**config.mk**
```make
export PLATFORM = sky130hd
export DESIGN_NAME = alu8_flags
export DESIGN_NICKNAME = d
export VERILOG_FILES = /design/src/rtl/alu8_flags.sv
export SDC_FILE = /design/constraint.sdc
export NUM_CORES = 1
export LEC_CHECK = 0
export CAP_MARGIN = 20
export CORE_ASPECT_RATIO = 0.5
export CORE_MARGIN = 1
export CORE_UTILIZATION = 60
export DETAILED_ROUTE_END_ITERATION = 8
export DONT_BUFFER_PORTS = 1
export PLACE_DENSITY = 0.76
export SLEW_MARGIN = 20
export SYNTH_ARGS = -nofsm -noshare
export SYNTH_HDL_FRONTEND = slang
export SYNTH_SLANG_ARGS = --single-unit
```
**constraint.sdc**
```tcl
create_clock -name vclk -period 12.8
set_input_delay 1.92 -clock vclk [all_inputs]
set_output_delay 1.92 -clock vclk [all_outputs]
set_load 0.1 [all_outputs]
```
**src/rtl/alu8_flags.sv**
```systemverilog
module alu8_flags #(
  parameter int W = 8
) (
  input  logic [W-1:0] op_a,
  input  logic [W-1:0] op_b,
  input  logic [3:0]   op_code,
  output logic [W-1:0] res,
  output logic         flg_z,
  output logic         flg_n,
  output logic         flg_c,
  output logic         flg_v,
  output logic         res_wr,
  output logic         flg_wr
);
  localparam logic [3:0] C_ADD = 4'h0, C_SUB = 4'h1, C_AND = 4'h2, C_OR = 4'h3,
                         C_XOR = 4'h4, C_NOT = 4'h5, C_SHL = 4'h6, C_SHR = 4'h7,
                         C_INC = 4'h8, C_DEC = 4'h9, C_CMP = 4'hA, C_NEG = 4'hB,
                         C_PAS = 4'hC, C_ZER = 4'hD, C_ONE = 4'hE, C_NOP = 4'hF;

  logic [W-1:0] ax, by, sum;
  logic         cin;
  logic [W:0]   cy;
  logic         arith;

  always_comb begin
    ax  = op_a;
    by  = op_b;
    cin = 1'b0;
    unique case (op_code)
      C_SUB, C_CMP: begin by = ~op_b; cin = 1'b1; end
      C_INC:        begin by = '0;    cin = 1'b1; end
      C_DEC:        begin by = '1;    cin = 1'b0; end
      C_NEG:        begin ax = '0; by = ~op_a; cin = 1'b1; end
      default: ;
    endcase
  end

  assign cy[0] = cin;
  for (genvar i = 0; i < W; i++) begin : g_fa
    assign sum[i]  = ax[i] ^ by[i] ^ cy[i];
    assign cy[i+1] = (ax[i] & by[i]) | (cy[i] & (ax[i] ^ by[i]));
  end

  assign arith = (op_code == C_ADD) || (op_code == C_SUB) || (op_code == C_INC) ||
                 (op_code == C_DEC) || (op_code == C_CMP) || (op_code == C_NEG);

  always_comb begin
    unique case (op_code)
      C_AND:   res = op_a & op_b;
      C_OR:    res = op_a | op_b;
      C_XOR:   res = op_a ^ op_b;
      C_NOT:   res = ~op_a;
      C_SHL:   res = {op_a[W-2:0], 1'b0};
      C_SHR:   res = {1'b0, op_a[W-1:1]};
      C_PAS:   res = op_a;
      C_ZER:   res = '0;
      C_ONE:   res = '1;
      C_NOP:   res = '0;
      default: res = sum;
    endcase
  end

  always_comb begin
    unique case (op_code)
      C_SHL:   flg_c = op_a[W-1];
      C_SHR:   flg_c = op_a[0];
      default: flg_c = arith & cy[W];
    endcase
  end

  assign flg_v  = arith & (ax[W-1] == by[W-1]) & (sum[W-1] != ax[W-1]);
  assign flg_z  = (res == '0);
  assign flg_n  = res[W-1];
  assign res_wr = (op_code != C_CMP) && (op_code != C_NOP);
  assign flg_wr = (op_code != C_NOP);
endmodule


```
==> qor.yml, run 1 <==
status: "completed"
fmax_ghz: 0.1037
grt_pass1_vias: 1498
critPathCaptureType: "output port"
layout_commonest_cell: "nand2_1"
crit_type: "in -> out"
die_x_um: 74.35
cp_num_cells: 18
io_pins: 34
final_layout_size_suffix_gt1_frac: 0.1299
post_dp_cell_area_mm2: 0.001719
critPathLaunchType: "primary input"
worst_path_most_repeated_cell: "fa_1"
synthCells: 239
rsz0062_at_grt: "no"
hpwl_mm: 3.549
globalplace.congestion: 0.9388
grt_usage: 0.3493
ant_nets: 0
rows: 12
startpoint: "op_code[2]"
drt_drc_violations_left: 0
cpPeakStageDelay_ns: 0.82
path_delay_family: "adder cells"
design.seq.count: 0
die_area_mm2: 0.002838
syn-num-nets: 284
avgSynthCellArea_um2: 6.570
grt_max_degree: 50
cts_setup_buffers: 0
avgRoutedWirePerCell_um: 17.94
fillers: 203
period_needed_ns: 9.647
cp-endpoint: "flg_z"
cp_data_arrival_time_ns: 7.73
cpMaxStageDelayCell: "nor3_4"
power_leakage_nw: 0.7635
postCtsResizedCells: 0
ir_worst_vdd_v: 0.00004539
crit_path_max_fanout: 32
fin_cells: 266
synth.distinct_cells: 54
num_vias: 1752
totalWireLength_mm: 4.771
finalMaxSlewViolations: 0
cp_cell_sequence: "inv_1 > o21ai_1 > a22oi_1 > fa_1 > inv_1 > fa_1 > fa_1 > fa_1 > fa_1 > inv_1 > fa_1 > fa_1 > inv_1 > fa_1 > o21ai_0 > o211ai_1 > or3_1 > nor3_4"
multi_input_area_mm2: 0.001434
power_mw: 0.1171
avgViaCountPerCell: 6.586
diodes: 0
design_area_mm2: 0.001719
worst_pin_slew_ns: 1.093
die-height_um: 38.18
place_inst: 266
dr.first_iter.drc_count: 269
relSlewSlack: 0.2711
critPathBufInv: 4
syn_area_mm2: 0.001570
maxCapViolations: 0
area_growth_pct: 9.482
final_cell_mix: "nand2_1, nor2_1, inv_1"
first_pass_iters: 5
port_buffers: 0
yosys_warnings: 0
nNetsFinal: 278
grt_pass1_wl_mm: 7.417
clock_buffers: 0
finalCritPeriodShare: 0.7537
setup_violations: 0
seqCellArea_um2: 0
gr-total-overflow: 0
powerDensity_mw_per_mm2: 68.10
core-area_mm2: 0.002342
setup_tns_ns: 0
finalHoldViolCount: 0
yosysSeqAreaShare: 0
place_ws_ns: 3.237
cp.required_ns: 10.88
min_path_type: "in -> out"
layout_setup_ws_ns: 3.153
antenna_found_initial: 0
start_util: 0.6704
hold_buffers: 0
==> report_power, final <==
group / internal, mW / switching [mW] / leakage, nW
combinational: 0.0378 / 0.0792 / 0.764
clock: 0 / 0 / 0
sequential: 0 / 0 / 0
total: 0.0378 / 0.0792 / 0.764
==> cell families after synthesis <==
| logic type | Yosys count | share of synthesized area |
|---|---|---|
| compound gates | 75 | 0.3076 |
| xor+xnor | 2 | 0.01116 |
| fa+ha+maj | 25 | 0.2374 |
| buf+inv | 41 | 0.1155 |
| mux | 4 | 0.02948 |
| simple gates | 92 | 0.2988 |
==> how the worst min path moves through the flow <==
stage,from,to,slack (ns),cells after the start
2_1_floorplan,op_code[0],res[6],4.42,3
3_3_place_gp,op_code[2],flg_c,4.14,1
3_5_place_dp,op_code[3],flg_wr,4.13,2
4_1_cts,op_code[3],flg_wr,4.13,2
5_1_grt,op_code[3],flg_wr,4.14,2
6_report,op_code[3],flg_wr,4.13,2
==> through the flow <==
stage / hold slack [ns] / util
floorplan: 4.421 / -
global placement: 4.142 / 0.7276
detailed placement: 4.128 / 0.7340
CTS: 4.127 / 0.7340
global route: 4.136 / 0.7340
finish: 4.132 / 0.7340
==> layout make-up <==
type                       instances  share of cell area
inverter                          23             0.05022
multi-input combinational        198              0.8341
tap                               35             0.02547
timing repair buffer              10             0.09025
==> cell usage after synthesis, drive strengths merged (2+ instances only) <==
cell      n  area, um2
nand3b    4      30.03
or2b      2      15.01
nand2    29      108.9
nand2b    5      31.28
ha       17      212.7
mux2i     2      20.02
buf      14      80.07
a2bb2oi   2      17.52
a21oi    17      85.08
a22oi     5      42.54
inv      23      86.33
clkbuf    4      15.01
nand4     2      12.51
o211ai    2      15.01
nor3      4      25.02
o21ai    24      120.1
or3       3      18.77
xnor2     2      17.52
or3b      3      26.28
and2      5      31.28
nand3     3      15.01
nor2     23      86.33
mux2      2      26.27
fa        8      160.2
nor2b     2      12.51
and3      3      18.77
a22o      2      17.52
o22ai     5      31.28
a31oi     5      31.28
==> routing by layer <==
metal	GRT usage	vias to the layer above	wire length [um]
met3	0.05526	4	613
met4	0.01887	0	20
met5	0	-	0
li1	-	822	-
met2	0.5591	115	2032
met1	0.5150	811	2105
Note: power is estimated with default switching activity, not from simulation.
==> inputs of run 2 (changes only) <==
- ABC_AREA: not set -> 1
- CORE_ASPECT_RATIO: 0.5 -> not set
- clock period: 12.8 -> 9.3 ns (I/O delays scaled with it)
==> run 2 against run 1 <==
Clock-buffer cell count unchanged. Final area down 12%. Setup slack worse by 1.5 ns. Core utilization down 4.7 points. Routed wire length down 13%. Via count down 5.7%.
==> qor.yml, run 2 <==
status: "completed"
drt_drc_violations_left: 0  # unchanged
hold_buffers: 0  # unchanged
period_needed_ns: 7.684
maxCapViolations: 0  # unchanged
design.seq.count: 0  # unchanged
grt_max_degree: 18  # -64%
place_inst: 287  # +7.9%
area_growth_pct: 8.482
fillers: 228  # +12%
synthCells: 255  # +6.7%
syn_area_mm2: 0.001401  # -11%
finalHoldViolCount: 0  # unchanged
yosysTopAreaCellShare: 0.2063  # +0.07079
num_vias: 1652  # -5.7%
die_x_um: 50.33  # -32%
synth_top_area_cell: "nand2_1"
cp_data_arrival_time_ns: 6.29  # -1.44 ns
layout_commonest_cell: "nand2_1"
avgSynthCellArea_um2: 5.495  # -16%
finalCritPeriodShare: 0.8263
crit_path_max_fanout: 17  # -47%
cp.required_ns: 7.91  # -2.97 ns
rows: 17  # +5
diodes: 0  # unchanged
worst_pin_slew_ns: 1.156  # +0.06295 ns
globalplace.congestion: 0.9926  # +5.7%
rsz0062_at_grt: "no"
min_path_type: "in -> out"
setup_tns_ns: 0  # unchanged
grt_pass1_vias: 1467  # -2.1%
grt_usage: 0.3496  # about the same
nNetsFinal: 306  # +10%
ys_top_cells_by_area: "nand2_1, ha_1, nand3_1, fa_1, nor2_1"
postCtsResizedCells: 0  # unchanged
final_cell_mix: "nand2_1, nor2_1, nand3_1"
antenna_found_initial: 0  # unchanged
hold_ws_ns: 3.176  # -0.9558 ns
synth_common_cells: "nand2_1, nor2_1, nand3_1"
place_ws_ns: 1.633  # -1.605 ns
setup_violations: 0  # unchanged
yosysMostFrequentCell: "nand2_1"
min_path_cells: 3  # +1
yosysSeqAreaShare: 0  # unchanged
powerDensity_mw_per_mm2: 97.24  # +43%
ir_worst_vdd_v: 0.00005601  # +23%
totalWireLength_mm: 4.152  # -13%
core-area_mm2: 0.002212  # -5.6%
multi_input_area_mm2: 0.001265  # -12%
avgViaCountPerCell: 5.756  # -13%
holdCritStartpoint: "op_a[7]"
clock_buffers: 0  # unchanged
dr.first_iter.drc_count: 89  # -67%
seqCellArea_um2: 0  # unchanged
crit_type: "in -> out"
hpwl_mm: 3.205  # -9.7%
yosys_warnings: 0  # unchanged
ant_nets: 0  # unchanged
power_mw: 0.1478  # +26%
wl_met2_mm: 1.921  # -5.5%
grt_pass1_wl_mm: 6.817  # -8.1%
finalMaxSlewViolations: 0  # unchanged
syn-num-nets: 300  # +5.6%
gr-total-overflow: 0  # unchanged
cts_setup_buffers: 0  # unchanged
fmax_ghz: 0.1301
route.met3.wl_um: 343  # -44%
die-height_um: 50.33  # +32%
relSlewSlack: 0.2247  # -0.04638
m1WireLength_mm: 1.795  # -15%
start_util: 0.6335  # -0.03692
port_buffers: 0  # unchanged
fin_cells: 287  # +7.9%
critPathCaptureType: "output port"
highest_layer: "met4"
synth.distinct_cells: 23  # -57%
power_leakage_nw: 0.8719  # +14%
first_pass_iters: 4  # -1
final_layout_size_suffix_gt1_frac: 0.1274  # -0.002457
avgRoutedWirePerCell_um: 14.47  # -19%
holdPathEnd: "flg_c"
io_pins: 34  # unchanged
die_area_mm2: 0.002533  # -11%
layout_setup_ws_ns: 1.616  # -1.537 ns
critPathLaunchType: "primary input"
[run 2: cell types whose count changed after synthesis, sizes merged, moves of 4 or more]
cell / change
clkbuf: -4
nand2: +49
nor2: +21
nand2b: -5
and2: -5
buf: -8
inv: +11
a31oi: -5
o21ai: -20
a21oi: -10
nand3: +31
[run 2: critical path, stage by stage]
cell     delay (ns)
nor2_2         0.08
buf_4          0.23
nand2_1        0.09
inv_2          0.07
nor2_2         0.07
inv_2          0.10
nand2_2        0.12
inv_2          0.09
o21ai_1        0.06
o22ai_1        0.19
fa_1           0.23
inv_1          0.06
fa_1           0.46
fa_1           0.46
fa_1           0.44
fa_1           0.36
inv_1          0.07
fa_1           0.17
fa_1           0.40
or2_2          0.29
nand3_1        0.08
buf_4          0.29
nor2_1         0.07
nand2_1        0.11
nor2_2         0.05
buf_4          0.22
[run 2: logic make-up after synthesis]
| kind of cell | Yosys count | synth area share |
|---|---|---|
| AOI/OAI and AO/OA | 21 | 0.09286 |
| adders and majority gates | 25 | 0.2661 |
| buffers and inverters | 40 | 0.1143 |
| and+or+nand+nor | 169 | 0.5268 |
[run 2: routing by layer]
metal / track usage / up-vias
met4: 0.06944 / 0
met3: 0.02727 / 10
li1: - / 820
met1: 0.4577 / 743
met5: 0 / -
met2: 0.6222 / 79
[run 2: how the worst max path moves through the flow]
stage                from  endpoint  slack, ns  cells past startpoint
4_1_cts        op_code[3]     flg_z       1.62                     26
6_report       op_code[3]     flg_z       1.62                     26
3_5_place_dp   op_code[3]     flg_z       1.63                     26
2_1_floorplan  op_code[3]     flg_z       0.34                     25
3_3_place_gp   op_code[3]     flg_z       1.75                     26
5_1_grt        op_code[3]     flg_z       1.43                     27
[run 2: area by class of cell]
class / instances / area share
Timing Repair Buffer: 10 / 0.06091
Multi-Input combinational cell: 215 / 0.8321
Inverter: 34 / 0.08395
Tap cell: 28 / 0.02305
[run 2: power by group]
| group | switching (mW) | internal [mW] | leakage (nW) | total [mW] |
|---|---|---|---|---|
| combinational | 0.114 | 0.0335 | 0.872 | 0.148 |
| sequential | 0 | 0 | 0 | 0 |
| clock | 0 | 0 | 0 | 0 |
| total | 0.114 | 0.0335 | 0.872 | 0.148 |
[run 2: stage by stage]
step,cell area (um2),util
after CTS,1520,0.6872
after floorplan,1401,-
final,1520,0.6872
after detailed placement,1520,0.6872
after global routing,1520,0.6872
after global placement,1520,0.6872
